==> config.mk <==
export PLATFORM = sky130hd
export DESIGN_NAME = uwire_eeprom_ctrl
export DESIGN_NICKNAME = d
export VERILOG_FILES = /design/src/rtl/uwire_eeprom_ctrl.sv
export SDC_FILE = /design/constraint.sdc
export NUM_CORES = 1
export LEC_CHECK = 0
export ABC_AREA = 0
export CAP_MARGIN = 20
export CORE_ASPECT_RATIO = 0.9
export CORE_UTILIZATION = 42
export DETAILED_ROUTE_END_ITERATION = 10
export DONT_BUFFER_PORTS = 1
export GPL_TIMING_DRIVEN = 1
export HOLD_SLACK_MARGIN = 0.05
export PLACE_DENSITY = 0.69
export SLEW_MARGIN = 25
export SYNTH_ARGS = -nofsm -noshare
export SYNTH_HDL_FRONTEND = slang
export SYNTH_SLANG_ARGS = --single-unit
==> constraint.sdc <==
create_clock -name clk -period 2.7 [get_ports clk]
set_input_delay 0.54 -clock clk [delete_from_list [all_inputs] [get_ports clk]]
set_output_delay 0.54 -clock clk [all_outputs]
set_load 0.02 [all_outputs]
==> src/rtl/uwire_eeprom_ctrl.sv <==
module uwire_eeprom_ctrl #(
  parameter int OPB      = 3,
  parameter int AW       = 6,
  parameter int WORD_CNT = 64,
  parameter int HALF     = 2,
  parameter int POLL_MAX = 200
) (
  input  logic        clk,
  input  logic        rst_n,
  input  logic        req_valid,
  input  logic        req_write,
  input  logic [15:0] req_offset,
  input  logic [15:0] req_count,
  input  logic [15:0] wr_data,
  output logic [15:0] word_idx,
  output logic        rd_valid,
  output logic [15:0] rd_data,
  output logic        busy,
  output logic        done,
  output logic        err,
  output logic        ee_cs,
  output logic        ee_sk,
  output logic        ee_di,
  input  logic        ee_do
);
  localparam int CMD_W = OPB + AW;
  localparam int SH_W  = (CMD_W > 16) ? CMD_W : 16;
  localparam int TW    = (HALF > 1) ? $clog2(HALF) : 1;
  localparam int BW    = $clog2(SH_W + 1);
  localparam int PW    = $clog2(POLL_MAX + 1);
  localparam logic [OPB-1:0]   RD_OP     = OPB'(6);
  localparam logic [OPB-1:0]   WR_OP     = OPB'(5);
  localparam logic [CMD_W-1:0] EN_FRAME  = CMD_W'(19) << (AW - 2);
  localparam logic [CMD_W-1:0] DIS_FRAME = CMD_W'(16) << (AW - 2);

  typedef enum logic [3:0] {
    S_IDLE, S_PREP, S_EWEN, S_SBEN, S_CMD, S_RDIN, S_WDAT,
    S_SBW1, S_POLL, S_SBW2, S_SBR, S_EWDS, S_STOP
  } st_t;

  st_t             st;
  logic [1:0]      step;
  logic [TW-1:0]   tcnt;
  logic [SH_W-1:0] sh;
  logic [BW-1:0]   nb;
  logic [15:0]     base, cnt, idx, rin;
  logic [PW-1:0]   pcnt;
  logic            wr;

  wire             tick = (tcnt == TW'(HALF - 1));
  wire             last = (idx == cnt);
  wire [16:0]      room = 17'(WORD_CNT) - {1'b0, req_offset};
  wire             bad  = ({1'b0, req_offset} >= 17'(WORD_CNT)) ||
                          ({1'b0, req_count} > room) || (req_count == 16'd0);
  wire [AW-1:0]    waddr = AW'(base + idx);
  wire [CMD_W-1:0] cmd_frame = {wr ? WR_OP : RD_OP, waddr};
  wire [SH_W-1:0]  cmd_al = SH_W'(cmd_frame) << (SH_W - CMD_W);
  wire [SH_W-1:0]  en_al  = SH_W'(EN_FRAME) << (SH_W - CMD_W);
  wire [SH_W-1:0]  dis_al = SH_W'(DIS_FRAME) << (SH_W - CMD_W);
  wire [SH_W-1:0]  dat_al = SH_W'(wr_data) << (SH_W - 16);

  assign busy     = (st != S_IDLE);
  assign word_idx = idx;

  always_ff @(posedge clk or negedge rst_n)
    if (!rst_n) tcnt <= '0;
    else if (st == S_IDLE || tick) tcnt <= '0;
    else tcnt <= tcnt + 1'b1;

  always_ff @(posedge clk or negedge rst_n) begin
    if (!rst_n) begin
      st <= S_IDLE; step <= '0; sh <= '0; nb <= '0;
      base <= '0; cnt <= '0; idx <= '0; rin <= '0; pcnt <= '0; wr <= 1'b0;
      rd_valid <= 1'b0; rd_data <= '0; done <= 1'b0; err <= 1'b0;
      ee_cs <= 1'b0; ee_sk <= 1'b0; ee_di <= 1'b0;
    end else begin
      rd_valid <= 1'b0;
      done     <= 1'b0;
      case (st)
        S_IDLE: if (req_valid) begin
          if (bad) begin
            done <= 1'b1; err <= 1'b1;
          end else begin
            st <= S_PREP; step <= '0; err <= 1'b0;
            base <= req_offset; cnt <= req_count; idx <= '0; wr <= req_write;
            ee_sk <= 1'b0; ee_di <= 1'b0;
          end
        end
        S_PREP: if (tick) begin
          if (step == 2'd0) begin
            ee_cs <= 1'b1; step <= 2'd1;
          end else begin
            step <= 2'd0;
            if (wr) begin
              st <= S_EWEN; sh <= en_al; nb <= BW'(CMD_W); ee_di <= en_al[SH_W-1];
            end else begin
              st <= S_CMD; sh <= cmd_al; nb <= BW'(CMD_W); ee_di <= cmd_al[SH_W-1];
            end
          end
        end
        S_EWEN, S_CMD, S_WDAT, S_EWDS: if (tick) begin
          if (step == 2'd0) begin
            ee_sk <= 1'b1; step <= 2'd1;
          end else begin
            ee_sk <= 1'b0; step <= 2'd0; sh <= sh << 1; nb <= nb - 1'b1;
            if (nb == BW'(1)) begin
              ee_di <= 1'b0;
              case (st)
                S_EWEN: st <= S_SBEN;
                S_CMD:
                  if (wr) begin
                    st <= S_WDAT; sh <= dat_al; nb <= BW'(16); ee_di <= dat_al[SH_W-1];
                  end else begin
                    st <= S_RDIN; nb <= BW'(16);
                  end
                S_WDAT:  st <= S_SBW1;
                default: st <= S_STOP;
              endcase
            end else begin
              ee_di <= sh[SH_W-2];
            end
          end
        end
        S_RDIN: if (tick) begin
          if (step == 2'd0) begin
            ee_sk <= 1'b1; step <= 2'd1;
          end else begin
            ee_sk <= 1'b0; step <= 2'd0; nb <= nb - 1'b1;
            rin <= {rin[14:0], ee_do};
            if (nb == BW'(1)) begin
              rd_data <= {rin[14:0], ee_do}; rd_valid <= 1'b1;
              idx <= idx + 16'd1; st <= S_SBR;
            end
          end
        end
        S_SBEN, S_SBW1, S_SBW2, S_SBR: if (tick) begin
          step <= step + 2'd1;
          case (step)
            2'd0: begin ee_cs <= 1'b0; ee_sk <= 1'b0; end
            2'd1: ee_sk <= 1'b1;
            2'd2: ee_cs <= 1'b1;
            default: begin
              ee_sk <= 1'b0; step <= 2'd0;
              if (st == S_SBW1) begin
                st <= S_POLL; pcnt <= '0;
              end else if (st != S_SBEN && last) begin
                if (st == S_SBR) st <= S_STOP;
                else begin
                  st <= S_EWDS; sh <= dis_al; nb <= BW'(CMD_W); ee_di <= dis_al[SH_W-1];
                end
              end else begin
                st <= S_CMD; sh <= cmd_al; nb <= BW'(CMD_W); ee_di <= cmd_al[SH_W-1];
              end
            end
          endcase
        end
        S_POLL: if (tick) begin
          if (ee_do) begin
            idx <= idx + 16'd1; st <= S_SBW2;
          end else if (pcnt == PW'(POLL_MAX - 1)) begin
            err <= 1'b1; st <= S_STOP;
          end else begin
            pcnt <= pcnt + 1'b1;
          end
        end
        S_STOP: if (tick) begin
          case (step)
            2'd0: begin ee_cs <= 1'b0; ee_di <= 1'b0; step <= 2'd1; end
            2'd1: begin ee_sk <= 1'b1; step <= 2'd2; end
            default: begin ee_sk <= 1'b0; step <= 2'd0; st <= S_IDLE; done <= 1'b1; end
          endcase
        end
        default: st <= S_IDLE;
      endcase
    end
  end

  assert_reject_R1: assert property (@(posedge clk) disable iff (!rst_n)
    (req_valid && !busy && bad) |=> (done && err && !busy && !ee_cs));

  assert_idle_lines_R2: assert property (@(posedge clk) disable iff (!rst_n)
    !busy |-> (!ee_cs && !ee_sk));

  assert_di_setup_R3: assert property (@(posedge clk) disable iff (!rst_n)
    !$stable(ee_di) |-> !ee_sk);

  assert_rdv_read_R4: assert property (@(posedge clk) disable iff (!rst_n)
    rd_valid |-> (busy && !wr));

  assert_poll_selected_R7: assert property (@(posedge clk) disable iff (!rst_n)
    (st == S_POLL) |-> (ee_cs && !ee_sk));

  assert_stop_lines_R8: assert property (@(posedge clk) disable iff (!rst_n)
    done |-> (!ee_cs && !ee_sk && !ee_di));

  assert_done_end_R9: assert property (@(posedge clk) disable iff (!rst_n)
    $fell(busy) |-> done);
endmodule

After elaboration in Yosys (flattened, before gate mapping). Cells that the tools add are included.

Flip-flop bits (word level): 111. Input port bits: 53. Output and inout bits: 39. Logic and storage cells: 234.

Add/sub/neg operators: 7. Magnitude comparators: 2. Eq/ne operators: 48. Mux-type cells: 121. Bitwise gates (word level): 2. Reduce and logical (&&, ||, !) cells: 36.

Operators with widths (count): $mux W15 (13); $mux W16 (7); $mux W4 (19); $mux W5 (13); $ne A2 B2 Y1 const B (25); $mux W8 (6); $pmux W16 S3 (1); $pmux W15 S3 (1); $mux W1 (37); $pmux W4 S7 (1); $eq A4 B4 Y1 const B (5); $pmux W5 S4 (1); $gt A16 B17 Y1 (1); $sub A7 B16 Y17 const A (1); $add A16 B1 Y16 const B (1); $eq A16 B16 Y1 (1); $eq A4 B3 Y1 const B (4); $ge A16 B7 Y1 const B (1); $logic_not A16 Y1 (1); $mux W2 (8); $pmux W8 S2 (1); $reduce_and A16 Y1 (1); $reduce_and A8 Y1 (2); $reduce_bool A4 Y1 (4); other kinds (43) (61).

Longest topological paths before layout.
Depth after elaboration: 7. Depth in mapped cells: 16. Gate-level depth less buffers: 14.

Least setup slack after synthesis. Ideal clock, no wire load.

Kind: input-to-reg. Start point: in req_offset[4]. End point: reg base[2]. Setup time: 0.125 ns. Data arrival time: 3.664 ns. Data required time: 2.575 ns. Slack: -1.090 ns. Stages on the path: 14. Path buffers: 2. Cell sequence: or4_4 o21ai_4 nand2_1 nor4_1 xor2_1 ha_1 nand3_1 nor2_1 a221o_1 or3_1 a211o_1 buf_6 buf_6 mux2_4.

Cells in the longest elaborated chain, start to end: 6. Elaborated cells on any way between the ends: 7. Those cells by class: add/sub (1); order compare (2); bitwise (1); reduce/logical (3).

RTL lines: from (decl) (line 12) `input logic [15:0] req_offset,`; $sub A7 B16 Y17 (line 52) `wire [16:0] room = 17'(WORD_CNT) - {1'b0, req_offset};`; $gt A16 B17 Y1 (line 54) `({1'b0, req_count} > room) || (req_count == 16'd0);`; $logic_or A1 B1 Y1 (*) (line 53) `wire bad = ({1'b0, req_offset} >= 17'(WORD_CNT)) ||`; $logic_or A1 B1 Y1 (*) (line 54); $not A1 Y1 (no source line) (*); $reduce_and A3 Y1 (no source line) (*); to (signal assigned) (line 73) `base <= '0; cnt <= '0; idx <= '0; rin <= '0; pcnt <= '0; wr <= 1'b0;`; to (signal assigned) (line 85) `base <= req_offset; cnt <= req_count; idx <= '0; wr <= req_write;`; to (decl) (line 46) `logic [15:0] base, cnt, idx, rin;`.

Mark *: on every way between the ends. The rest lies on a longest branch, timed or not. A chain may end at the register's enable or synchronous reset.

Worst setup path after layout.
Start point: in req_offset[4]. End point: reg base[5].

Same word-level chain as after synthesis.

==> insert_results.sql <==
INSERT INTO impl_metrics (metric_group, metric, value, unit) VALUES
('sta', 'setup_viol', '48', ''),
('clock_network', 'cts_max_level', '3', ''),
('logic_synthesis', 'yosysSeqAreaShare', '39.3', '%'),
('logic_synthesis', 'yosys-top-cells-count', '111 x sky130_fd_sc_hd__dfrtp_1, 109 x sky130_fd_sc_hd__nand2_1, 61 x sky130_fd_sc_hd__o21ai_0, 57 x sky130_fd_sc_hd__nor2_1, 34 x sky130_fd_sc_hd__a21oi_1', ''),
('global_routing', 'grt_first_pass_wirelength', '29400', 'um'),
('critical_path', 'end_kind', 'flop', ''),
('logic_synthesis', 'synthesis.yosys.warnings', '0', ''),
('power', 'maximum_vdd_ir_drop', '0.293', 'mV'),
('logic_synthesis', 'synth_top_area_share', '39.3', '%'),
('power', 'p_leak', '3.89', 'nW'),
('status', 'violations', 'design-rule violations, negative hold slack, negative setup slack', ''),
('route', 'drcViolationCount', '2', ''),
('route', 'finalWirelength', '18000', 'um'),
('route', 'initial_drt_markers', '413', ''),
('floorplan', 'design.core.area', '16300', 'um^2'),
('logic_synthesis', 'synth.cell_area', '7080', 'um^2'),
('status', 'outcome', 'complete, but fails checks', ''),
('clock_network', 'clkLatencyLatePin', '360', 'ps'),
('global_routing', 'grt.overflow.total', '0', ''),
('sta', 'hold_violations', '111', ''),
('logic_synthesis', 'cell_type_with_the_largest_total_area_after_synthesis', 'sky130_fd_sc_hd__dfrtp_1', ''),
('sta', 'slew_headroom', '55.7', '%'),
('placed_design', 'numPortBuffers', '0', ''),
('critical_path', 'path_delay_family', 'simple AND/OR/NAND/NOR gates', ''),
('cells_and_area', 'filler_cell_count_in_the_final_layout', '1473', ''),
('worst_hold_path', 'hp-class', 'input pin to asynchronous set/reset pin', ''),
('logic_synthesis', 'synth_async_sr_flop_share', '100', '%'),
('cells_and_area', 'drive_gt1_share', '24.8', '%'),
('sta', 'final_min_period_over_clock_period', '126', '%'),
('clock_network', 'cts-root-to-sink-buffers', '2', ''),
('power', 'power.total', '3.18', 'mW'),
('sta', 'clock-skew-final', '11.5', 'ps'),
('logic_synthesis', 'ys_ff_latch', '111', ''),
('clock_network', 'tritoncts_num_sinks', '111', ''),
('clock_network', 'worst_setup_hold_path_clk_slew', '70', 'ps'),
('sta', 'clock.fmax', '294', 'MHz'),
('sta', 'finalWorstPathRequiredPeriod', '3410', 'ps'),
('placed_design', 'preCtsSetupSlack', '-1130', 'ps'),
('critical_path', 'cp_cell_sequence', 'or4_4 -> o21ai_4 -> nand2_2 -> nor4_2 -> xor2_1 -> ha_1 -> nand3_2 -> nor2_1 -> a221o_1 -> or3_4 -> a211o_1 -> buf_6 -> mux2_4', ''),
('cells_and_area', 'area.sequential', '2780', 'um^2'),
('critical_path', 'critical_path_peak_fanout', '12', ''),
('logic_synthesis', 'dominantRegCellSynth', 'sky130_fd_sc_hd__dfrtp_1', ''),
('floorplan', 'floorplan_die_area', '17400', 'um^2'),
('logic_synthesis', 'synth.avg_cell_area', '9.38', 'um^2'),
('floorplan', 'initial_utilization', '43.4', '%'),
('global_routing', 'grt_pass1_vias', '5946', ''),
('critical_path', 'cp-start-kind', 'input pin', ''),
('placed_design', 'replace_congestion', '0.953', ''),
('floorplan', 'die_boundary_height', '125', 'um'),
('cells_and_area', 'fin_nets', '898', ''),
('floorplan', 'floorplan.rows', '44', ''),
('critical_path', 'worst-setup-path-type', 'input pin to flop', ''),
('floorplan', 'floorplan.die.width', '139', 'um'),
('clock_network', 'cts_inserted_buffers', '9', ''),
('clock_network', 'clock-root-buffer', 'sky130_fd_sc_hd__clkbuf_16', ''),
('clock_network', 'tritoncts_clock_tree', 'yes', ''),
('sta', 'finalMaxSlewViolations', '0', ''),
('cells_and_area', 'synthToLayoutAreaGrowth', '19.9', '%'),
('sta', 'setup_ws', '-706', 'ps'),
('route', 'route.detailed.wl_per_inst', '17.5', 'um'),
('global_routing', 'global_route.usage.total', '21.1', '%'),
('critical_path', 'crit_buf_inv', '1', ''),
('run', 'maxCapViolations', '0', ''),
('critical_path', 'worstPathRequired', '2940', 'ps'),
('cells_and_area', 'ant_cells', '0', ''),
('power', 'cellPowerDensity', '375', 'nW/um^2'),
('logic_synthesis', 'synthMostInstantiatedCell', 'sky130_fd_sc_hd__dfrtp_1', ''),
('critical_path', 'cell_type_of_the_slowest_stage_on_the_worst_timing_path', 'sky130_fd_sc_hd__or4_4', ''),
('sta', 'fin_worst_hold_slack', '-131', 'ps'),
('logic_synthesis', 'synthesis.nets', '839', ''),
('route', 'viasPerCell', '5.79', '');
[sequential cells by signal, summed over array words and instances (netlist names)]
register / flops
tcnt: 1
word_idx: 16
st: 4
step: 2
rd_data: 16
done: 1
nb: 5
wr: 1
base: 6
ee_cs: 1
rin: 15
err: 1
cnt: 16
ee_sk: 1
sh: 15
rd_valid: 1
pcnt: 8
ee_di: 1
[power breakdown]
| group | switching, mW | internal, mW | total [mW] |
|---|---|---|---|
| clock | 0.655 | 0.732 | 1.39 |
| sequential | 0.00108 | 1.66 | 1.66 |
| combinational | 0.0617 | 0.0662 | 0.128 |
[timing repair]
item,4_1_cts,5_1_grt
gates resized for setup,54,41
buffers inserted,6,8
cloned,2,0
endpoints found under the setup margin,48,64
pin swaps,15,11
hold endpoints to repair,111,111
[cell type report]
type / count / area share, %
clock buffers: 9 / 2.66
inverters: 29 / 1.28
flip-flops and latches: 111 / 32.8
clock inverters: 6 / 0.900
multi-input cells: 582 / 51.0
repair buffers: 80 / 8.39
well taps: 207 / 3.05
[per-layer routing]
metal | global-route usage [%] | vias up | routed length [um]
li1 | - | 2824 | -
met1 | 26.7 | 2821 | 8040
met2 | 33.7 | 239 | 8130
met3 | 6.32 | 40 | 1360
met4 | 8.17 | 0 | 436
met5 | 0 | - | 0
[logic make-up after synthesis]
family	share of synthesized area, %
and+or+nand+nor	19.8
DFF	39.3
AOI/OAI and AO/OA	15.6
adders and majority gates	5.76
xor gates and xnor gates	3.96
buffers and inverters	4.28
muxes	11.4
[worst paths after layout]
path                                startpoint                        to  slack [ps]  cells past startpoint
setup / recovery                 req_offset[4]       base[5]$_DFFE_PN0P_        -710                     13
hold / removal                           rst_n   rd_data[12]$_DFFE_PN0P_        -130                      0
setup reg to reg             st[1]$_DFFE_PN0P_  word_idx[14]$_DFFE_PN0P_          80                      7
hold reg to reg            rin[14]$_DFFE_PN0P_   rd_data[15]$_DFFE_PN0P_         490                      2
max in group asynchronous                rst_n         ee_di$_DFFE_PN0P_        2660                      0
min in group clk                    wr_data[0]         sh[0]$_DFFE_PN0P_         310                      2
[worst register-to-register path, cell delays in order, from the launching register on]
cell and delay [ps]:
sky130_fd_sc_hd__dfrtp_1 530, sky130_fd_sc_hd__buf_4 280, sky130_fd_sc_hd__and4bb_2 310, sky130_fd_sc_hd__a21o_1 210
sky130_fd_sc_hd__nor3_1 440, sky130_fd_sc_hd__nand3_4 250, sky130_fd_sc_hd__or4_4 480, sky130_fd_sc_hd__nand3_2 70
[through the flow]
step                setup TNS [ps]  cell area [um^2]  cells
finish                      -30590              8480   1024
global route                -35840              8480   1024
CTS                         -27230              8260   1018
detailed placement          -48130              7680    996
global placement            -46120              7680    996
floorplan                   -40120              7090    754
[placed cells by master, fill, tap and decap left out, drive strengths merged, types with 10 or more instances in the layout]
cell type  netlist  routed
dfrtp          111     111
buf             16      80
o31ai           14      14
nand3           19      19
inv             29      32
xnor2           17      17
ha              31      31
nand2b          11      11
nor2            57      57
mux2            49      49
xor2            15      15
nand2          110     110
nor2b           10      10
a21oi           34      34
and3            10      10
o21ai           64      64
nor4            13      13
mux2i           18      18
(Power assumes the default switching activity.)
